## src/rtl/msr_pkg.sv

```systemverilog
package msr_pkg;

    localparam int MSR_W  = 64;
    localparam int ADDR_W = 32;
    localparam int LANES  = MSR_W / 8;

    localparam logic [ADDR_W-1:0] ADDR_CFG  = 32'hC001_0010;
    localparam logic [ADDR_W-1:0] ADDR_CNT  = 32'h0000_0010;
    localparam logic [ADDR_W-1:0] ADDR_GS   = 32'hC000_0101;
    localparam logic [ADDR_W-1:0] ADDR_KGS  = 32'hC000_0102;
    localparam logic [ADDR_W-1:0] ADDR_FIX0 = 32'h0000_0250;

    localparam int BIT_ATTR_EN  = 18;
    localparam int BIT_ATTR_MOD = 19;
    localparam int BIT_TOM1     = 20;
    localparam int BIT_TOM2     = 21;

    localparam logic [MSR_W-1:0] CFG_KEEP = (64'h1 << BIT_ATTR_EN) | (64'h1 << BIT_ATTR_MOD)
                                          | (64'h1 << BIT_TOM1)    | (64'h1 << BIT_TOM2);

    localparam logic [7:0] LANE_TYPE = 8'h07;
    localparam logic [7:0] LANE_ATTR = 8'h18;

    typedef enum logic [2:0] {
        SEL_NONE,
        SEL_CFG,
        SEL_CNT,
        SEL_GS,
        SEL_KGS,
        SEL_FIX
    } sel_e;

    function automatic logic [MSR_W-1:0] spread(input logic [7:0] lane);
        logic [MSR_W-1:0] m;
        for (int i = 0; i < LANES; i++) begin
            m[i*8 +: 8] = lane;
        end
        return m;
    endfunction

endpackage

```

## src/rtl/msr_decode.sv

```systemverilog
module msr_decode
    import msr_pkg::*;
#(
    parameter int NUM_FIX = 4,
    localparam int IDX_W  = (NUM_FIX > 1) ? $clog2(NUM_FIX) : 1
) (
    input  logic              valid,
    input  logic              priv,
    input  logic [ADDR_W-1:0] addr,
    output sel_e              kind,
    output logic [IDX_W-1:0]  fix_idx,
    output logic              accept,
    output logic              reject
);

    logic [ADDR_W-1:0] fix_off;

    always_comb begin
        fix_off = addr - ADDR_FIX0;
        fix_idx = fix_off[IDX_W-1:0];
        if (addr == ADDR_CFG) begin
            kind = SEL_CFG;
        end else if (addr == ADDR_CNT) begin
            kind = SEL_CNT;
        end else if (addr == ADDR_GS) begin
            kind = SEL_GS;
        end else if (addr == ADDR_KGS) begin
            kind = SEL_KGS;
        end else if (fix_off < ADDR_W'(NUM_FIX)) begin
            kind = SEL_FIX;
        end else begin
            kind = SEL_NONE;
        end
        accept = valid && priv && (kind != SEL_NONE);
        reject = valid && !accept;
    end

endmodule

```

## src/rtl/msr_fix_lane.sv

```systemverilog
module msr_fix_lane
    import msr_pkg::*;
(
    input  logic [MSR_W-1:0] cur,
    input  logic [MSR_W-1:0] wdata,
    input  logic             mod_en,
    output logic [MSR_W-1:0] wr_val,
    output logic [MSR_W-1:0] rd_val
);

    for (genvar b = 0; b < LANES; b++) begin : g_byte
        logic [7:0] cur_b;
        logic [7:0] new_b;
        always_comb begin
            cur_b = cur[b*8 +: 8];
            new_b = wdata[b*8 +: 8];
            if (mod_en) begin
                wr_val[b*8 +: 8] = new_b & (LANE_TYPE | LANE_ATTR);
                rd_val[b*8 +: 8] = cur_b & (LANE_TYPE | LANE_ATTR);
            end else begin
                wr_val[b*8 +: 8] = (new_b & LANE_TYPE) | (cur_b & LANE_ATTR);
                rd_val[b*8 +: 8] = cur_b & LANE_TYPE;
            end
        end
    end

endmodule

```

## src/rtl/msr_bank.sv

```systemverilog
module msr_bank
    import msr_pkg::*;
#(
    parameter int NUM_FIX = 4
) (
    input  logic              clk,
    input  logic              rst_n,
    input  logic              req_valid,
    input  logic              req_write,
    input  logic              req_priv,
    input  logic [ADDR_W-1:0] req_addr,
    input  logic [MSR_W-1:0]  req_wdata,
    output logic              rsp_valid,
    output logic [MSR_W-1:0]  rsp_rdata,
    output logic              fault,
    input  logic              swap_gs,
    input  logic              ucnt_rd,
    input  logic              tsc_dis,
    output logic              ucnt_valid,
    output logic [MSR_W-1:0]  ucnt_data,
    output logic              ucnt_fault,
    output logic              attr_en,
    output logic              attr_mod_en,
    output logic              tom1_en,
    output logic              tom2_en
);

    localparam int IDX_W = (NUM_FIX > 1) ? $clog2(NUM_FIX) : 1;

    typedef struct packed {
        logic [MSR_W-1:0]              cfg;
        logic [MSR_W-1:0]              cnt;
        logic [MSR_W-1:0]              gs;
        logic [MSR_W-1:0]              kgs;
        logic [NUM_FIX-1:0][MSR_W-1:0] fix;
        logic                          rsp_valid;
        logic [MSR_W-1:0]              rsp_rdata;
        logic                          fault;
        logic                          ucnt_valid;
        logic [MSR_W-1:0]              ucnt_data;
        logic                          ucnt_fault;
    } state_t;

    state_t st_d, st_q;

    sel_e                          kind;
    logic [IDX_W-1:0]              fix_idx;
    logic                          accept;
    logic                          reject;
    logic [NUM_FIX-1:0][MSR_W-1:0] fix_wr;
    logic [NUM_FIX-1:0][MSR_W-1:0] fix_rd;

    msr_decode #(.NUM_FIX(NUM_FIX)) u_decode (
        .valid   (req_valid),
        .priv    (req_priv),
        .addr    (req_addr),
        .kind    (kind),
        .fix_idx (fix_idx),
        .accept  (accept),
        .reject  (reject)
    );

    for (genvar g = 0; g < NUM_FIX; g++) begin : g_fix
        msr_fix_lane u_lane (
            .cur    (st_q.fix[g]),
            .wdata  (req_wdata),
            .mod_en (st_q.cfg[BIT_ATTR_MOD]),
            .wr_val (fix_wr[g]),
            .rd_val (fix_rd[g])
        );
    end

    always_comb begin
        st_d            = st_q;
        st_d.rsp_valid  = 1'b0;
        st_d.rsp_rdata  = '0;
        st_d.fault      = 1'b0;
        st_d.ucnt_valid = 1'b0;
        st_d.ucnt_data  = '0;
        st_d.ucnt_fault = 1'b0;
        st_d.cnt        = st_q.cnt + MSR_W'(1);

        if (swap_gs) begin
            st_d.gs  = st_q.kgs;
            st_d.kgs = st_q.gs;
        end

        if (accept) begin
            st_d.rsp_valid = 1'b1;
            if (req_write) begin
                unique case (kind)
                    SEL_CFG: st_d.cfg = req_wdata & CFG_KEEP;
                    SEL_CNT: st_d.cnt = req_wdata;
                    SEL_GS:  st_d.gs  = req_wdata;
                    SEL_KGS: st_d.kgs = req_wdata;
                    SEL_FIX: st_d.fix[fix_idx] = fix_wr[fix_idx];
                    default: ;
                endcase
            end else begin
                unique case (kind)
                    SEL_CFG: st_d.rsp_rdata = st_q.cfg;
                    SEL_CNT: st_d.rsp_rdata = st_q.cnt;
                    SEL_GS:  st_d.rsp_rdata = st_q.gs;
                    SEL_KGS: st_d.rsp_rdata = st_q.kgs;
                    SEL_FIX: st_d.rsp_rdata = fix_rd[fix_idx];
                    default: st_d.rsp_rdata = '0;
                endcase
            end
        end

        if (reject) begin
            st_d.fault = 1'b1;
        end

        if (ucnt_rd) begin
            if (tsc_dis) begin
                st_d.ucnt_fault = 1'b1;
            end else begin
                st_d.ucnt_valid = 1'b1;
                st_d.ucnt_data  = st_q.cnt;
            end
        end
    end

    always_ff @(posedge clk or negedge rst_n) begin
        if (!rst_n) begin
            st_q <= '0;
        end else begin
            st_q <= st_d;
        end
    end

    assign rsp_valid   = st_q.rsp_valid;
    assign rsp_rdata   = st_q.rsp_rdata;
    assign fault       = st_q.fault;
    assign ucnt_valid  = st_q.ucnt_valid;
    assign ucnt_data   = st_q.ucnt_data;
    assign ucnt_fault  = st_q.ucnt_fault;
    assign attr_en     = st_q.cfg[BIT_ATTR_EN];
    assign attr_mod_en = st_q.cfg[BIT_ATTR_MOD];
    assign tom1_en     = st_q.cfg[BIT_TOM1];
    assign tom2_en     = st_q.cfg[BIT_TOM2];

endmodule

```

## config.mk

```make
export PLATFORM = sky130hd
export DESIGN_NAME = msr_bank
export DESIGN_NICKNAME = d
export VERILOG_FILES = /design/src/rtl/msr_pkg.sv /design/src/rtl/msr_decode.sv /design/src/rtl/msr_fix_lane.sv /design/src/rtl/msr_bank.sv
export SDC_FILE = /design/constraint.sdc
export NUM_CORES = 1
export LEC_CHECK = 0
export BUFFER_PORTS_ARGS = -buffer_cell sky130_fd_sc_hd__buf_2
export CAP_MARGIN = 25
export CORE_ASPECT_RATIO = 1.2
export CORE_MARGIN = 2
export CORE_UTILIZATION = 35
export CTS_CLUSTER_SIZE = 40
export DETAILED_ROUTE_END_ITERATION = 12
export PLACE_DENSITY = 0.61
export SYNTH_ARGS = -nofsm -noshare
export SYNTH_HDL_FRONTEND = slang
export SYNTH_SLANG_ARGS = --single-unit
```

## constraint.sdc

```tcl
create_clock -name clk -period 4.12 [get_ports clk]
set_input_delay 0.824 -clock clk [delete_from_list [all_inputs] [get_ports clk]]
set_output_delay 0.824 -clock clk [all_outputs]
set_load 0.01 [all_outputs]
```

==> metrics, run 1 <==
final RePlAce weighted congestion 0.815; number of nets in the final layout 2,202; ranking of synthesized cells by area sky130_fd_sc_hd__dfrtp_1 (53%), sky130_fd_sc_hd__mux2i_1 (7.6%), sky130_fd_sc_hd__a21oi_1 (5.0%), sky130_fd_sc_hd__buf_4 (4.1%), sky130_fd_sc_hd__mux4_2 (3.9%); status finished, final reports clean; number of buffers inserted by post-CTS setup repair 0; WP buf/inv 2; total negative slack 0 ns; number of sinks driven by the clock tree between 400 and 500; Sequential Area 0.0122 mm²; post-synth top area cell sky130_fd_sc_hd__dfrtp_1; crit-path cells buf_2 -> or4_1 -> nor4_2 -> and4_1 -> nand3_4 -> buf_4 -> nor2_1 -> a21oi_1; cts hold-fix bufs 0; Layout fillers 6,267; total die area 0.0683 mm²; sort of element at the start of the critical path input pin; worst reg2reg endpoint st_q[578]; power density of the placed cells 372 mW/mm²; data arrival time of the worst path 3.51 ns; via count of the first global-routing pass 16,500; Cell Rows around 100; worst rel slew slack about two fifths; cell chosen for the clock root sky130_fd_sc_hd__clkbuf_16; residual overflow from global routing 0; TritonCTS clock tree built; classification of the worst setup path in2reg; main flop type after synthesis sky130_fd_sc_hd__dfrtp_1; async set-or-reset flop fraction in the synthesized netlist 100%; average cell area after synthesis between 10 and 15 µm²; iteration-0 DRC count of the detailed router ~1,500; Die Height 286 µm; worst hold-check path type in2async; share of the clock period used by the worst path 75.3%; Die X 239 µm; crit-path max FO 41; TritonCTS Buffers 48; Slowest cell on crit path sky130_fd_sc_hd__or4_1; CP required 4.53 ns; largest net degree at the start of global routing 129; met2 global-route usage 31.2%; multi-input logic area around 0.0093 mm²; flops & latches, synth 488; proportion of layout cells with a drive suffix above 1 24.5%; post-detail-place hpwl 43.6 mm; Top Family by Delay on Critical Path simple AND/OR/NAND/NOR gates; synthesized cell area 0.0232 mm²; initial antenna violation count 10; Highest Clock Rate 322 MHz; Max-Cap Viols 0; cell count after placement roughly 2,900; Post-Layout Cell Count 2,975; time the worst path needs with I/O delays and setup 3.10 ns; area growth from synthesis to layout 12.3%; most numerous cell types in the synthesized netlist sky130_fd_sc_hd__dfrtp_1 (488), sky130_fd_sc_hd__a21oi_1 (232), sky130_fd_sc_hd__nor2_1 (232); number of enable-type register cells in the synthesized netlist 0; number of distinct library cells after synthesis 48; met1 Usage GRT roughly a quarter; critical path endpoint category register; delay of the slowest critical-path stage 0.53 ns; final number of hold-violating endpoints 0; highest ir drop seen on vdd 0.000291 V; effective utilization at floorplan 35.3%; clock latency of the later-clocked register in the worst-skew pair 0.57 ns; routed wire length per instance 22.2 µm; Final Skew 0.0238 ns; worst-case clock buffer depth 3; synthesized net count 2,144; most repeated cell in the gate-level netlist after synthesis sky130_fd_sc_hd__dfrtp_1; post-synth top area share 52.7%; transition time of the tightest slew-check pin 0.919 ns; number of warning messages in the yosys log 0; synthesized netlist cell count 2,039; drt drc 0; smallest setup slack after layout 1.02 ns; length of the first detailed-routing pass in iterations 9; DR vias 16,100; R2R setup slack 1.16 ns; RSZ-0062 raised after global routing no; standby leakage power approximately 13 nW; overall routing resource usage 19.2%; Reg2Reg Depth 7; post-route antenna net violation count 0; met3 usage in global routing 2.98%; port buffer count 239; share of the core filled with cells around two fifths; core box area ~0.066 mm²; max-slew violation total from the final report 0; part of the Yosys area used for sequential elements 52.7%; CTS clock-pin slew for the worst setup and hold paths 0.06 ns; minimum setup slack after placement 0.465 ns; most used routing layer in global routing met2; total I/O pin count 240; first-pass GRT wire length between 100 and 150 mm; Post-Route WL ~66 mm; count of instances resized after the clock tree is built 0; setup violators final 0; routed via count divided by cell count 5.42; Reg2Reg Launch Point st_q[517]; count of H-tree levels built during CTS 2
## report_power, final
part / total (mW) / switching (mW) / internal, mW
Sequential: 4.80 / 0.000864 / 4.80
Clock: 4.44 / 1.86 / 2.58
Combinational: 0.427 / 0.300 / 0.127
Total: 9.67 / 2.16 / 7.50
## cells by family (layout without fill, tap and decap cells)
family | after synthesis | count (layout) | synth area share, %
buffers and inverters | 307 | 399 | 7.39
other | 0 | 4 | 0
XOR/XNOR | 63 | 63 | 2.38
adder cells (fa/ha/maj) | 1 | 1 | 0.0540
AO/OA/AOI/OAI | 376 | 376 | 9.96
multiplexers | 317 | 317 | 17.2
flip-flops | 488 | 488 | 52.7
AND/OR/NAND/NOR | 487 | 487 | 10.3
## per-stage QoR
| stage | total power, mW | area [µm²] | hold slack, ns |
|---|---|---|---|
| after floorplan | 5.04 | 23200 | 0.466 |
| after global placement | 5.31 | 24400 | 0.479 |
| after detailed placement | 5.32 | 24400 | 0.490 |
| after CTS | 9.78 | 26000 | 0.272 |
| after global routing | 10.0 | 26000 | 0.298 |
| final | 9.67 | 26000 | 0.256 |
## area by class of cell
class / count / area share [%]
antenna: 4 / 0.0385
tap: 840 / 4.04
multi-input combinational: 1244 / 35.9
inverter: 35 / 0.505
clock buffer: 69 / 5.46
sequential: 488 / 46.9
timing repair buffer: 280 / 6.48
clock inverter: 15 / 0.635
## cell usage in the layout (no fill, tap or decap), drive strengths merged, types with 56 or more instances in the layout
cell type,netlist,routed
mux2,101,101
a222oi,60,60
mux2i,176,176
and2,75,75
nand3,56,56
clkbuf,107,69
a21oi,232,232
dfrtp,488,488
nor2,232,232
buf,165,280
## worst register-to-register path: cells and delay by family (launching register included)
kind            cells  cell delay (ns)
simple gates        4             1.66
flops               1             0.55
fa+ha+maj           1             0.33
xor+xnor            1             0.20
compound gates      1             0.14
## how the worst max path moves through the flow
stage                     cells after the start         to         start
final                                         8  st_q[461]  req_addr[19]
after global routing                          8  st_q[458]  req_addr[19]
after floorplan                               8   register  req_addr[22]
after detailed placement                      9   register   req_addr[7]
after global placement                        9   register  req_addr[22]
after CTS                                     9   register   req_addr[7]
## layer usage
| layer | wire [µm] | up-vias |
|---|---|---|
| met5 | 79 | - |
| met4 | 1700 | 12 |
| met3 | 3710 | 108 |
| met2 | 31800 | 499 |
| met1 | 28700 | 8291 |
| li1 | - | 7228 |
(Power assumes the default switching activity.)
==> run 2: changes to the inputs <==
- PLACE_DENSITY: 0.61 -> 0.63
- clock period: 4.12 -> 2.7 ns (I/O delays scaled with it)
==> run 2 against run 1 <==
Sequential share of layout area shrank 1.8 points. Clock skew shrank 0.0048 ns. Setup slack lost 0.79 ns. Count of clock-buffer cells in the layout grew 1. Cell count grew 3.3%. Wire length grew 2.5%.
==> metrics, run 2 (synthesis gave the netlist of run 1 again) <==
length of the first detailed-routing pass in iterations 6 (was 9); via count of the first global-routing pass 17,100 (was 16,500); routed wire length per instance 22.0 µm (was 22.2 µm); number of cells on the critical path 11 (was 8); minimum setup slack after placement -0.364 ns (was 0.465 ns); Post-Layout Cell Count 3,073 (was 2,975); Final Skew 0.0190 ns (was 0.0238 ns); total non-filler cell area in the finished layout 0.0270 mm² (was 0.0260 mm²); CP required 3.21 ns (was 4.53 ns); Placed Instance Area 0.0254 mm² (was 0.0244 mm²); WP buf/inv 5 (was 2); residual overflow from global routing 0 (unchanged); DR vias 16,500 (was 16,100); clock latency of the later-clocked register in the worst-skew pair 0.60 ns (was 0.57 ns); number of nets in the final layout 2,298 (was 2,202); count of H-tree levels built during CTS 2 (unchanged); critical path endpoint category register (unchanged); max-slew violation total from the final report 0 (unchanged); worst hold path stage count 2; iteration-0 DRC count of the detailed router 1,347 (was 1,456); Top Family by Delay on Critical Path simple AND/OR/NAND/NOR gates (unchanged); switching power total 3.38 mW (was 2.16 mW); classification of the worst setup path in2reg (unchanged); standby leakage power 13.2 nW (was 12.6 nW); time the worst path needs with I/O delays and setup roughly 2.5 ns; worst hold-check path type in2reg (was in2async); total die area 0.0683 mm² (unchanged); port buffer count 239 (unchanged); Die Height 286 µm (unchanged); power density of the placed cells 555 mW/mm² (was 372 mW/mm²); top library cells by usage in the layout, fill and taps aside sky130_fd_sc_hd__dfrtp_1 (487), sky130_fd_sc_hd__buf_2 (236), sky130_fd_sc_hd__a21oi_1 (232) (unchanged); Cell Rows 103 (unchanged); effective utilization at floorplan 35.3% (unchanged); core box area 0.0656 mm² (unchanged); setup violators final 0 (unchanged); area growth from synthesis to layout 16.7% (was 12.3%); data arrival time of the worst path 2.98 ns (was 3.51 ns); post-detail-place hpwl 48.0 mm (was 43.6 mm); TritonCTS Buffers 48 (unchanged); CTS clock-pin slew for the worst setup and hold paths 0.06 ns (about the same); crit-path max FO 10 (was 41); Highest Clock Rate 405 MHz; RSZ-0062 raised after global routing no (unchanged); TritonCTS clock tree built (unchanged); initial antenna violation count 8 (was 10); Slowest cell on crit path sky130_fd_sc_hd__nor4_1 (was sky130_fd_sc_hd__or4_1); cell count after placement 2,982 (was 2,887); share of the clock period used by the worst path 91.6%; drt drc 0 (unchanged); switching share of power 22.5% (was 22.4%); final RePlAce weighted congestion 0.805 (was 0.815); first-pass GRT wire length 104 mm (was 102 mm); smallest setup slack after layout 0.228 ns (was 1.02 ns); final number of hold-violating endpoints 0 (unchanged); crit-path cells buf_2 -> nor4_1 -> nand4_1 -> nor3_1 -> buf_4 -> nand4b_4 -> buf_4 -> nor3_2 -> buf_4 -> buf_4 -> mux2i_1 (was buf_2 -> or4_1 -> nor4_2 -> and4_1 -> nand3_4 -> buf_4 -> nor2_1 -> a21oi_1); Post-Route WL 67.7 mm (was 66.1 mm); number of buffers inserted by post-CTS setup repair 0 (unchanged); delay of the slowest critical-path stage 0.39 ns (was 0.53 ns); Reg2Reg Depth 7 (unchanged); cell repeated most along the worst path sky130_fd_sc_hd__buf_4; transition time of the tightest slew-check pin 0.858 ns (was 0.919 ns); total I/O pin count 240 (unchanged); largest net degree at the start of global routing 102 (was 129); status finished, final reports clean (unchanged); sort of element at the start of the critical path input pin (unchanged); worst-case clock buffer depth 3 (unchanged); leading cell type in the layout, fill and taps excluded sky130_fd_sc_hd__dfrtp_1 (unchanged); Max-Cap Viols 0 (unchanged); post-route antenna net violation count 0 (unchanged); Clock power frac 46.6% (was 46.0%); proportion of layout cells with a drive suffix above 1 27.8% (was 24.5%); highest ir drop seen on vdd 0.000397 V (was 0.000291 V); Die X 239 µm (unchanged); number of sinks driven by the clock tree 488 (unchanged); fraction of power consumed by combinational cells 4.7% (was 4.4%); cell chosen for the clock root sky130_fd_sc_hd__clkbuf_16 (unchanged); Pint 11.6 mW (was 7.50 mW); overall routing resource usage 19.8% (was 19.2%); worst rel slew slack 42.8% (was 38.4%); routed via count divided by cell count 5.37 (was 5.42); power share of the sequential group 48.8% (was 49.6%)
-- run 2: changes by cell type in the layout (fill, tap and decap cells not counted), sizes merged --
cell / delta
buf: +95
bufinv: +1
clkbuf: +1
clkinv: +1
clkinvlp: -2
dlygate4sd3: +1
inv: +1
-- run 2: stage by stage --
step	total power, mW	TNS (ns)	hold WS, ns	utilization, %
3_3_place_gp	8.15	-39.29	0.478	38.7
2_1_floorplan	7.70	0	0.244	-
5_1_grt	15.5	0	0.160	41.2
3_5_place_dp	8.17	-46.77	0.491	38.7
4_1_cts	15.2	0	0.139	41.2
6_report	15.0	0	0.179	41.2
-- run 2: final timing paths --
check,from,end,slack [ns]
setup / recovery,req_addr[7],register,0.23
hold / removal,ucnt_rd,ucnt_fault,0.18
setup reg to reg,st_q[527],st_q[579],0.35
hold reg to reg,register,register,0.51
max in group asynchronous,rst_n,st_q[410],1.30
min in group asynchronous,rst_n,st_q[406],0.52
-- run 2: area by class of cell --
| cell class | instances | area (µm²) |
|---|---|---|
| sequential | 488 | 12200 |
| clock buffer | 70 | 1450 |
| inverter | 35 | 131 |
| timing repair buffer | 376 | 2650 |
| clock inverter | 16 | 191 |
| tap | 840 | 1050 |
| fill | 6162 | 38600 |
| antenna | 4 | 10.0 |
| multi-input combinational | 1244 | 9340 |
-- run 2: repair_timing --
item	CTS	global route
hold buffers	1	0
gates resized for setup	0	0
endpoints found under the hold margin	54	0
-- run 2: power by group through the flow --
stage          sequential (mW)  clock, mW  combinational, mW
2_1_floorplan             7.46          0              0.241
3_3_place_gp              7.45          0              0.701
3_5_place_dp              7.45          0              0.712
4_1_cts                   7.32       7.14              0.715
5_1_grt                   7.31       7.43              0.763
6_report                  7.32       6.99              0.701
-- run 2: per-layer routing --
metal	GRT usage, %	wire length, µm	vias up
li1	-	-	7429
met1	25.3	27700	8329
met2	32.7	33000	594
met3	4.12	4450	145
met4	7.75	2470	8
met5	0	49	-
